### src/rtl/ovs_rj_pkg.sv
package ovs_rj_pkg;

    typedef enum logic [1:0] {
        WL16 = 2'b00,
        WL18 = 2'b01,
        WL20 = 2'b10,
        WL24 = 2'b11
    } wlen_e;

    typedef struct packed {
        wlen_e wl;
        logic  wide;
        logic  x4;
    } ser_cfg_t;

    function automatic int wl_bits(wlen_e wl);
        case (wl)
            WL16:    return 16;
            WL18:    return 18;
            WL20:    return 20;
            default: return 24;
        endcase
    endfunction

    function automatic int slot_count(logic wide, logic x4, int narrow, int widen);
        int base;
        base = wide ? widen : narrow;
        return x4 ? 2 * base : base;
    endfunction

endpackage

### src/rtl/ovs_rj_hold.sv
module ovs_rj_hold #(
    parameter int HOLD_CYCLES = 1024
) (
    input  logic clk,
    input  logic rst,
    output logic start
);
    localparam int HW = $clog2(HOLD_CYCLES + 1);

    logic [HW-1:0] cnt;
    logic          done;

    assign start = !done && (cnt == HW'(HOLD_CYCLES - 1));

    always_ff @(posedge clk) begin
        if (rst) begin
            cnt  <= '0;
            done <= 1'b0;
        end else if (!done) begin
            if (start) done <= 1'b1;
            else       cnt  <= cnt + HW'(1);
        end
    end
endmodule

### src/rtl/ovs_rj_timing.sv
module ovs_rj_timing import ovs_rj_pkg::*; #(
    parameter int SLOTS_NARROW = 24,
    parameter int SLOTS_WIDE   = 32,
    parameter int CNT_W        = 7
) (
    input  logic             clk,
    input  logic             rst,
    input  logic             start,
    input  ser_cfg_t         cfg_in,
    output logic             advance,
    output logic             load,
    output logic [CNT_W-1:0] slot_nxt,
    output logic [CNT_W-1:0] slots_nxt,
    output logic [CNT_W-1:0] nbits_nxt,
    output logic             bck,
    output logic             wck
);
    logic             run;
    logic             phase;
    logic             wrap;
    logic [CNT_W-1:0] slot;
    logic [CNT_W-1:0] slots_cur;
    logic [CNT_W-1:0] nbits_cur;

    always_comb begin
        advance   = start | (run & phase);
        wrap      = start | (slot == slots_cur - CNT_W'(1));
        load      = advance & wrap;
        slot_nxt  = wrap ? '0 : slot + CNT_W'(1);
        slots_nxt = load ? CNT_W'(slot_count(cfg_in.wide, cfg_in.x4, SLOTS_NARROW, SLOTS_WIDE))
                         : slots_cur;
        nbits_nxt = load ? CNT_W'(wl_bits(cfg_in.wl)) : nbits_cur;
    end

    always_ff @(posedge clk) begin
        if (rst) begin
            run       <= 1'b0;
            phase     <= 1'b0;
            slot      <= '0;
            slots_cur <= CNT_W'(SLOTS_NARROW);
            nbits_cur <= CNT_W'(16);
            bck       <= 1'b0;
            wck       <= 1'b1;
        end else begin
            if (start) run <= 1'b1;
            if (advance) begin
                phase     <= 1'b0;
                bck       <= 1'b0;
                slot      <= slot_nxt;
                slots_cur <= slots_nxt;
                nbits_cur <= nbits_nxt;
                wck       <= slot_nxt < (slots_nxt >> 1);
            end else if (run) begin
                phase <= 1'b1;
                bck   <= 1'b1;
            end
        end
    end
endmodule

### src/rtl/ovs_rj_lane.sv
module ovs_rj_lane #(
    parameter int SAMPLE_W = 24,
    parameter int CNT_W    = 7
) (
    input  logic                clk,
    input  logic                rst,
    input  logic                step,
    input  logic                load,
    input  logic [CNT_W-1:0]    slot_nxt,
    input  logic [CNT_W-1:0]    slots_nxt,
    input  logic [CNT_W-1:0]    nbits_nxt,
    input  logic [SAMPLE_W-1:0] sample_in,
    output logic                bit_q
);
    localparam int IDX_W = $clog2(SAMPLE_W);

    logic [SAMPLE_W-1:0] held;
    logic [SAMPLE_W-1:0] src;
    logic [CNT_W-1:0]    pad;
    logic [CNT_W-1:0]    off;
    logic [IDX_W-1:0]    idx;
    logic                bit_nxt;

    always_comb begin
        src     = load ? sample_in : held;
        pad     = slots_nxt - nbits_nxt;
        off     = slot_nxt - pad;
        idx     = IDX_W'(SAMPLE_W - 1) - IDX_W'(off);
        bit_nxt = (slot_nxt < pad) ? 1'b0 : src[idx];
    end

    always_ff @(posedge clk) begin
        if (rst) begin
            held  <= '0;
            bit_q <= 1'b0;
        end else if (step) begin
            if (load) held <= sample_in;
            bit_q <= bit_nxt;
        end
    end
endmodule

### src/rtl/ovs_rj_serializer.sv
module ovs_rj_serializer import ovs_rj_pkg::*; #(
    parameter int SAMPLE_W     = 24,
    parameter int SLOTS_NARROW = 24,
    parameter int SLOTS_WIDE   = 32,
    parameter int HOLD_CYCLES  = 1024
) (
    input  logic                clk,
    input  logic                rst,
    input  logic [1:0]          cfg_wlen,
    input  logic                cfg_wide,
    input  logic                cfg_x4,
    input  logic [SAMPLE_W-1:0] left_in,
    input  logic [SAMPLE_W-1:0] right_in,
    output logic                take,
    output logic                bck,
    output logic                wck,
    output logic                dol,
    output logic                dor
);
    localparam int CNT_W = $clog2(2 * SLOTS_WIDE + 1);

    ser_cfg_t            cfg;
    logic                start;
    logic                advance;
    logic                load;
    logic [CNT_W-1:0]    slot_nxt;
    logic [CNT_W-1:0]    slots_nxt;
    logic [CNT_W-1:0]    nbits_nxt;
    logic [SAMPLE_W-1:0] samp [2];
    logic                lane_q [2];

    assign cfg     = '{wl: wlen_e'(cfg_wlen), wide: cfg_wide, x4: cfg_x4};
    assign samp[0] = left_in;
    assign samp[1] = right_in;

    ovs_rj_hold #(.HOLD_CYCLES(HOLD_CYCLES)) u_hold (
        .clk   (clk),
        .rst   (rst),
        .start (start)
    );

    ovs_rj_timing #(
        .SLOTS_NARROW (SLOTS_NARROW),
        .SLOTS_WIDE   (SLOTS_WIDE),
        .CNT_W        (CNT_W)
    ) u_timing (
        .clk       (clk),
        .rst       (rst),
        .start     (start),
        .cfg_in    (cfg),
        .advance   (advance),
        .load      (load),
        .slot_nxt  (slot_nxt),
        .slots_nxt (slots_nxt),
        .nbits_nxt (nbits_nxt),
        .bck       (bck),
        .wck       (wck)
    );

    for (genvar ch = 0; ch < 2; ch++) begin : g_lane
        ovs_rj_lane #(.SAMPLE_W(SAMPLE_W), .CNT_W(CNT_W)) u_lane (
            .clk       (clk),
            .rst       (rst),
            .step      (advance),
            .load      (load),
            .slot_nxt  (slot_nxt),
            .slots_nxt (slots_nxt),
            .nbits_nxt (nbits_nxt),
            .sample_in (samp[ch]),
            .bit_q     (lane_q[ch])
        );
    end

    assign take = load;
    assign dol  = lane_q[0];
    assign dor  = lane_q[1];
endmodule

### config.mk
export PLATFORM = sky130hd
export DESIGN_NAME = ovs_rj_serializer
export DESIGN_NICKNAME = d
export VERILOG_FILES = /design/src/rtl/ovs_rj_pkg.sv /design/src/rtl/ovs_rj_hold.sv /design/src/rtl/ovs_rj_timing.sv /design/src/rtl/ovs_rj_lane.sv /design/src/rtl/ovs_rj_serializer.sv
export SDC_FILE = /design/constraint.sdc
export NUM_CORES = 1
export LEC_CHECK = 0
export BUFFER_PORTS_ARGS = -buffer_cell sky130_fd_sc_hd__buf_4
export CORE_UTILIZATION = 53
export CTS_CLUSTER_SIZE = 30
export DETAILED_ROUTE_END_ITERATION = 6
export PLACE_DENSITY = 0.79
export SLEW_MARGIN = 40
export SYNTH_ARGS = -nofsm -noshare
export SYNTH_HDL_FRONTEND = slang
export SYNTH_SLANG_ARGS = --single-unit
### constraint.sdc
create_clock -name clk -period 5.6 [get_ports clk]
set_input_delay 0 -clock clk [delete_from_list [all_inputs] [get_ports clk]]
set_output_delay 0 -clock clk [all_outputs]
set_load 0.02 [all_outputs]
Word-level counts from Yosys, hierarchy flattened
Index checks and enable logic that the tools add are counted.
Widths: inputs -> output; s select.
{"block": "totals", "ff_bits": 86, "input_bits": 54, "output_inout_bits": 5}
{"block": "classes", "n_addsub": 6, "n_lt_le_gt_ge": 3, "n_eq_ne": 4, "muxes": 16, "bitwise_logic": 6, "reduce_logical": 5}
{"operator": "$mux 24", "count": 2}
{"operator": "$mux 7", "count": 4}
{"operator": "$pmux 4 s3", "count": 1}
{"operator": "$add 11x1->11 const B", "count": 1}
{"operator": "$eq 11x10->1 const B", "count": 1}
{"operator": "$bmux 1 s5", "count": 2}
{"operator": "$add 7x1->7 const B", "count": 1}
{"operator": "$eq 7x7->1", "count": 1}
{"operator": "$lt 7x6->1", "count": 1}
{"operator": "$lt 7x7->1", "count": 1}
{"operator": "$sub 7x1->7 const B", "count": 1}
{"operator": "$sub 7x7->7", "count": 1}
{"operator": "$lt 5x6->1 const B", "count": 1}
{"operator": "$mux 1", "count": 6}
{"operator": "$mux 6", "count": 1}
{"operator": "$sub 5x5->5", "count": 1}
{"operator": "$sub 5x5->5 const A", "count": 1}
{"operator": "$and 1x1->1", "count": 2}
{"operator": "$eq 2x1->1 const B", "count": 1}
{"operator": "$eq 2x2->1 const B", "count": 1}
{"operator": "$logic_not 2->1", "count": 1}
{"operator": "$not 1->1", "count": 2}
{"operator": "$or 1x1->1", "count": 2}
{"operator": "$reduce_and 2->1", "count": 1}
{"operator": "other kinds (3)", "count": 3}

Depth between registers and ports, before layout
{"block": "logic_depth", "word_depth": 11, "depth_mapped": 29, "mapped_depth_nobuf": 28}

By module
From an unflattened synthesis, not the netlist that was laid out.
{"block": "hier_totals", "cells_unflattened": 682, "hier_area_um2": 5952.0}
{"mod": "ovs_rj_lane", "n_inst": 2, "cells_each": 210, "area_each_um2": 1878.1, "seq_area_each_um2": 500.5}
{"mod": "ovs_rj_timing", "n_inst": 1, "cells_each": 195, "area_each_um2": 1629.1, "seq_area_each_um2": 480.5}
{"mod": "ovs_rj_hold", "n_inst": 1, "cells_each": 67, "area_each_um2": 566.8, "seq_area_each_um2": 240.2}

Worst setup path before layout
Ideal clock, no wire load.
{"block": "synth_timing", "path_type": "flip-flop to flip-flop", "startpoint": "register u_timing.slots_cur[0]", "endpoint": "register g_lane[1].u_lane.bit_q", "t_arrival_ps": 5391, "required_time_ps": 5485, "slack_ps": 94, "path_stages_with_launch": 23, "period_less_slack_ps": 5506, "cell_sequence": "dfxtp_1 -> inv_1 -> ha_1 -> nor2b_1 -> or3_1 -> a21oi_1 -> a31oi_1 -> clkbuf_1 -> clkbuf_1 -> and2_1 -> ha_1 -> fa_1 -> inv_1 -> ha_1 -> ha_1 -> fa_1 -> clkbuf_1 -> clkbuf_1 -> nor2_1 -> a22o_1 -> a31o_1 -> a311o_1 -> a31o_1"}
{"block": "synth_via", "elab_chain_cells": 11, "word_cells_on_any_way": 15, "cone_classes": "4 x add/sub; 1 x order compare; 1 x eq/ne; 7 x mux; 2 x bitwise"}
{"element": "start, declared", "line_no": "ovs_rj_timing.sv:22", "rtl": "logic [CNT_W-1:0] slots_cur;"}
{"element": "start signal, assigned", "line_no": "ovs_rj_timing.sv:40", "rtl": "slots_cur <= CNT_W'(SLOTS_NARROW);"}
{"element": "start signal, assigned", "line_no": "ovs_rj_timing.sv:50", "rtl": "slots_cur <= slots_nxt;"}
{"element": "$sub 7x1->7 (*)", "line_no": "ovs_rj_timing.sv:27", "rtl": "wrap = start | (slot == slots_cur - CNT_W'(1));"}
{"element": "$eq 7x7->1 (*)", "line_no": "ovs_rj_timing.sv:27"}
{"element": "$or 1x1->1 (*)", "line_no": "ovs_rj_timing.sv:27"}
{"element": "$and 1x1->1 (*)", "line_no": "ovs_rj_timing.sv:28", "rtl": "load = advance & wrap;"}
{"element": "$mux 7 (*)", "line_no": "ovs_rj_timing.sv:32", "rtl": "nbits_nxt = load ? CNT_W'(wl_bits(cfg_in.wl)) : nbits_cur;"}
{"element": "named net g_lane[0].u_lane.nbits_nxt[0]", "line_no": "ovs_rj_lane.sv:11", "rtl": "input logic [CNT_W-1:0] nbits_nxt,"}
{"element": "$sub 7x7->7 (*)", "line_no": "ovs_rj_lane.sv:26", "rtl": "pad = slots_nxt - nbits_nxt;"}
{"element": "$sub 5x5->5", "line_no": "ovs_rj_lane.sv:27", "rtl": "off = slot_nxt - pad;"}
{"element": "$sub 5x5->5", "line_no": "ovs_rj_lane.sv:28", "rtl": "idx = IDX_W'(SAMPLE_W - 1) - IDX_W'(off);"}
{"element": "$bmux 1 s5", "line_no": "ovs_rj_lane.sv:29", "rtl": "bit_nxt = (slot_nxt < pad) ? 1'b0 : src[idx];"}
{"element": "$mux 1 (not written as such)", "line_no": "ovs_rj_lane.sv:29"}
{"element": "$mux 1 (*)", "line_no": "ovs_rj_lane.sv:29"}
{"element": "end signal, assigned", "line_no": "ovs_rj_lane.sv:38", "rtl": "bit_q <= bit_nxt;"}
{"element": "end, declared", "line_no": "ovs_rj_lane.sv:13", "rtl": "output logic bit_q"}
Mark *: on every way through the listed nets, which the timed path passes. The rest lies on a longest branch. The select of a mux whose other input is x is not followed.
A chain may end at the register's enable or synchronous reset.

Worst setup path after layout
{"block": "layout_timing", "startpoint": "register u_timing.slots_cur[0]", "endpoint": "register g_lane[0].u_lane.bit_q"}
{"block": "layout_via", "elab_chain_cells": 11, "word_cells_on_any_way": 15, "cone_classes": "4 x add/sub; 1 x order compare; 1 x eq/ne; 7 x mux; 2 x bitwise"}
{"element": "$sub 7x1->7", "line_no": "ovs_rj_timing.sv:27"}
{"element": "$eq 7x7->1", "line_no": "ovs_rj_timing.sv:27"}
{"element": "$or 1x1->1", "line_no": "ovs_rj_timing.sv:27"}
{"element": "$and 1x1->1", "line_no": "ovs_rj_timing.sv:28"}
{"element": "$mux 7, on equally long branches", "line_no": "ovs_rj_timing.sv:30, ovs_rj_timing.sv:32"}
{"element": "$sub 7x7->7", "line_no": "ovs_rj_lane.sv:26"}
{"element": "$sub 5x5->5", "line_no": "ovs_rj_lane.sv:27"}
{"element": "$sub 5x5->5", "line_no": "ovs_rj_lane.sv:28"}
{"element": "$bmux 1 s5", "line_no": "ovs_rj_lane.sv:29"}
{"element": "$mux 1 (not written as such)", "line_no": "ovs_rj_lane.sv:29"}
{"element": "$mux 1 (*)", "line_no": "ovs_rj_lane.sv:29"}
{"element": "end signal, assigned", "line_no": "ovs_rj_lane.sv:38"}
{"element": "end, declared", "line_no": "ovs_rj_lane.sv:13"}
Every way passes the cells marked *; elsewhere a longest branch is shown, timed or not. The select of a mux whose other input is x is not followed.

==> results by group <==
Status
  – Status: finished, final reports clean

Routing
  – Post-DR wirelength/cell: between 15 and 20 um
  – # DRC: 0
  – Vias/cell: ~5.8
  – Routed WL: 12.6 mm
  – Pre-antenna DRT Iters: 5
  – Final ANT Viol Nets: 0
  – Via count: 4,448
  – Initial DRC count: between 300 and 400

Place
  – Port bufs: slightly below 60
  – Dpl hpwl: around 8.5 mm
  – Routability cong.: ~1
  – Placed cell areas: 0.00546 mm^2
  – Placed Instances: between 700 and 800

Timing
  – Achievable clock frequency: about 190 MHz
  – Setup Skew: about 0.015 ns
  – Hold Fails Final Rpt: 0
  – Slew @ Worst Pin: roughly 0.77 ns
  – Final setup viols: 0
  – Slew margin rel.: 0.485
  – Max-slew violations: 0
  – Final min period: around 5.4 ns
  – Setup TNS: 0 ns
  – Crit share post-route: 0.959

GRT
  – Initial antenna violation count: 0
  – First-pass GRT wire length: around 21 mm
  – Vias in the first global route: between 4,000 and 5,000
  – Largest net degree at the start of global routing: 76
  – Grt ovf: 0
  – Total global routing track utilization: 0.270

Critical path
  – Critical path class: reg -> reg
  – Worst Path Arrival: roughly 5.6 ns
  – CP max FO: 9
  – Worst path most repeated cell: ha_1
  – Crit-path leading delay family: adder cells
  – Largest stage delay, worst path: between 0.3 and 0.4 ns
  – Critical path required time: roughly 5.9 ns
  – Cell Chain, Critical Path: inv_1 -> ha_1 -> nor2b_2 -> or3_1 -> a21oi_2 -> a31oi_4 -> nor3b_1 -> a21oi_2 -> ha_1 -> a21o_1 -> maj3_1 -> mux2i_1 -> maj3_2 -> maj3_2 -> o22ai_2 -> xnor2_1 -> ha_1 -> a21o_1 -> a21oi_1 -> or3_1 -> a31oi_1 -> o311ai_1 -> o41ai_1
  – Crit. End Element: register
  – WP buf/inv: 1
  – Slowest CP cell: dfxtp_2
  – Worst setup SP type: register

Clocking
  – Clock sink count: 86
  – Depth of the CTS H-tree: 3
  – TritonCTS clock tree: built
  – Deepest clock path buffer count: 2
  – CTS Buf Count: 9
  – CTS Root Cell: clkbuf_8
  – Worst-skew pair later-pin latency: 0.36 ns
  – Clock transition at the registers of the reported paths: 0.10 ns

Synth
  – Syn_area_per_cell: 8.78 um^2
  – Post-synth EDFFs: 0
  – Post-synthesis cell count: around 570
  – Synthesized Nets: 650
  – Seq/Total Area, Yosys: 0.346
  – Synth area leaders: dfxtp_1 (35%), mux2i_1 (9.1%), ha_1 (6.8%), nor2_1 (5.8%), nand2_1 (5.0%)
  – Ys flop type: dfxtp_1
  – Post-synth ARST share: 0
  – Yosys warnings: 0
  – Share of the synthesized area in the top cell type: 0.346
  – Yosys top cell by area: dfxtp_1
  – Post-Syn Area: 0.00497 mm^2
  – Number of distinct library cells after synthesis: 71
  – Flops & latches, synth: between 80 and 90

Floorplan
  – I/O pin total: 59
  – Initial Utilization: 0.559
  – Std-Cell Rows: 34
  – Die H: roughly 99 um
  – Die Area: just under 0.01 mm^2
  – Die Width: about 100 um
  – Core box area: between 0.008 and 0.009 mm^2

Power and ir drop
  – VDD IR-drop max: approximately 0.00019 V
  – Leakage power total: between 2 and 3 nW
  – Cell Pwr Density: about 180 mW/mm^2
  – Tot Pwr: 0.00114 W

Finish
  – Synth-to-Final Area Change: 23.9%
  – Layout fillers: around 670
  – Design Area, Final: 0.00616 mm^2
  – Layout Utilization: 0.693
  – Fin nets: around 750
  – Multi-input combinational cell area: 0.00301 mm^2
  – Final std cells w/o fill: between 700 and 800
  – Layout cell share with drive strength beyond 1: 0.179
  – Sequential Area: between 0.0015 and 0.002 mm^2
  – ANT cells: 0

Job
  – Max Cap Violations: 0

Hold path
  – Min-delay worst type: in -> reg
-- report_power, final --
group | internal, W | switching (W) | total [W]
registers | 0.000613 | 0.00000182 | 0.000615
logic | 0.0000493 | 0.0000289 | 0.0000782
clock network | 0.000208 | 0.000237 | 0.000444
total | 0.000870 | 0.000267 | 0.00114
-- worst reg2reg max path, delay by kind of cell, from the launching register on --
| kind | cells | cell delay, ns |
|---|---|---|
| mux | 1 | 0.31 |
| fa+ha+maj | 6 | 1.65 |
| simple gates | 4 | 1.24 |
| flops | 1 | 0.39 |
| compound gates | 10 | 1.46 |
| buf+inv | 1 | 0.08 |
| xor+xnor | 1 | 0.14 |
-- per-layer routing --
metal / vias up / GRT usage / part of all wire
met1: 2105 / 0.339 / 0.44
met2: 166 / 0.465 / 0.48
met4: 0 / 0.0953 / 0.026
met3: 34 / 0.0468 / 0.054
li1: 2143 / - / -
met5: - / 0 / 0
-- worst paths after layout --
check	from	endpoint	slack [ns]	cells after the start
max reg2reg	u_timing.slots_cur[0]$_SDFFE_PP0P_	g_lane[0].u_lane.bit_q$_SDFFE_PP0P_	0.23	23
max	u_timing.slots_cur[0]$_SDFFE_PP0P_	g_lane[0].u_lane.bit_q$_SDFFE_PP0P_	0.23	23
min reg2reg	g_lane[1].u_lane.held[2]$_SDFFE_PP0P_	g_lane[1].u_lane.held[2]$_SDFFE_PP0P_	0.45	2
min	left_in[1]	g_lane[0].u_lane.held[1]$_SDFFE_PP0P_	0.01	3
-- per-stage QoR --
| step | hold slack (ns) | setup WS (ns) |
|---|---|---|
| 3_3_place_gp | 0.256 | 0.343 |
| 3_5_place_dp | 0.271 | 0.0799 |
| 2_1_floorplan | 0.140 | 0.0939 |
| 5_1_grt | 0.0182 | -0.0340 |
| 6_report | 0.0126 | 0.228 |
| 4_1_cts | 0.00870 | 0.0128 |
-- layout by cell type, fill, tap and decap left out, types with 6 or more instances in the layout --
| cell type | count |
|---|---|
| nand2b_1 | 7 |
| xnor2_1 | 16 |
| nand3_1 | 8 |
| o21ai_0 | 12 |
| mux2i_1 | 44 |
| nor2_1 | 76 |
| xor2_1 | 13 |
| mux4_2 | 6 |
| inv_1 | 31 |
| buf_4 | 68 |
| a21oi_1 | 27 |
| dlygate4sd3_1 | 46 |
| dfxtp_1 | 84 |
| clkbuf_8 | 9 |
| ha_1 | 27 |
| nand2_1 | 66 |
| nor3_1 | 10 |
| and2_1 | 6 |
-- cells in the mapped netlist (7+ instances only) --
cell type / count
nor2_1: 77
ha_1: 27
nand3_1: 8
nand2b_1: 7
xnor2_1: 17
o21ai_0: 12
xor2_1: 14
dfxtp_1: 86
clkbuf_1: 19
nor3_1: 10
mux2i_1: 45
a21oi_1: 29
nand2_1: 66
inv_1: 31
-- layout make-up --
cell class,instances,share of cell area
timing repair buffer,114,0.158
inverter,32,0.0195
sequential,86,0.280
tap,108,0.0219
multi-input combinational,418,0.489
clock buffer,9,0.0201
clock inverter,6,0.0114
-- flip-flops by register name, indices dropped and copies added (netlist names), named ones only --
register and cells:
u_hold.done 1, u_timing.slot 7, g_lane.u_lane.held 48, u_timing.phase 1
u_hold.cnt 11, g_lane.u_lane.bit_q 2, u_timing.slots_cur 7, u_timing.wck 1
u_timing.nbits_cur 6, u_timing.run 1
-- logic make-up after synthesis --
family          Yosys count  share of synthesized area
buf+inv                  62                     0.0569
xor+xnor                 32                     0.0579
mux                      59                      0.140
fa+ha+maj                33                     0.0866
simple gates            208                      0.191
compound gates           86                      0.121
flops                    86                      0.346
-- what timing repair did --
action                                  in CTS  in global routing
resized for setup                            0                  9
hold endpoints to repair                    46                  0
setup buffers                                0                  1
endpoints found under the setup margin       0                  2
hold buffers                                46                  0
Power figures use the tool's default switching activity.
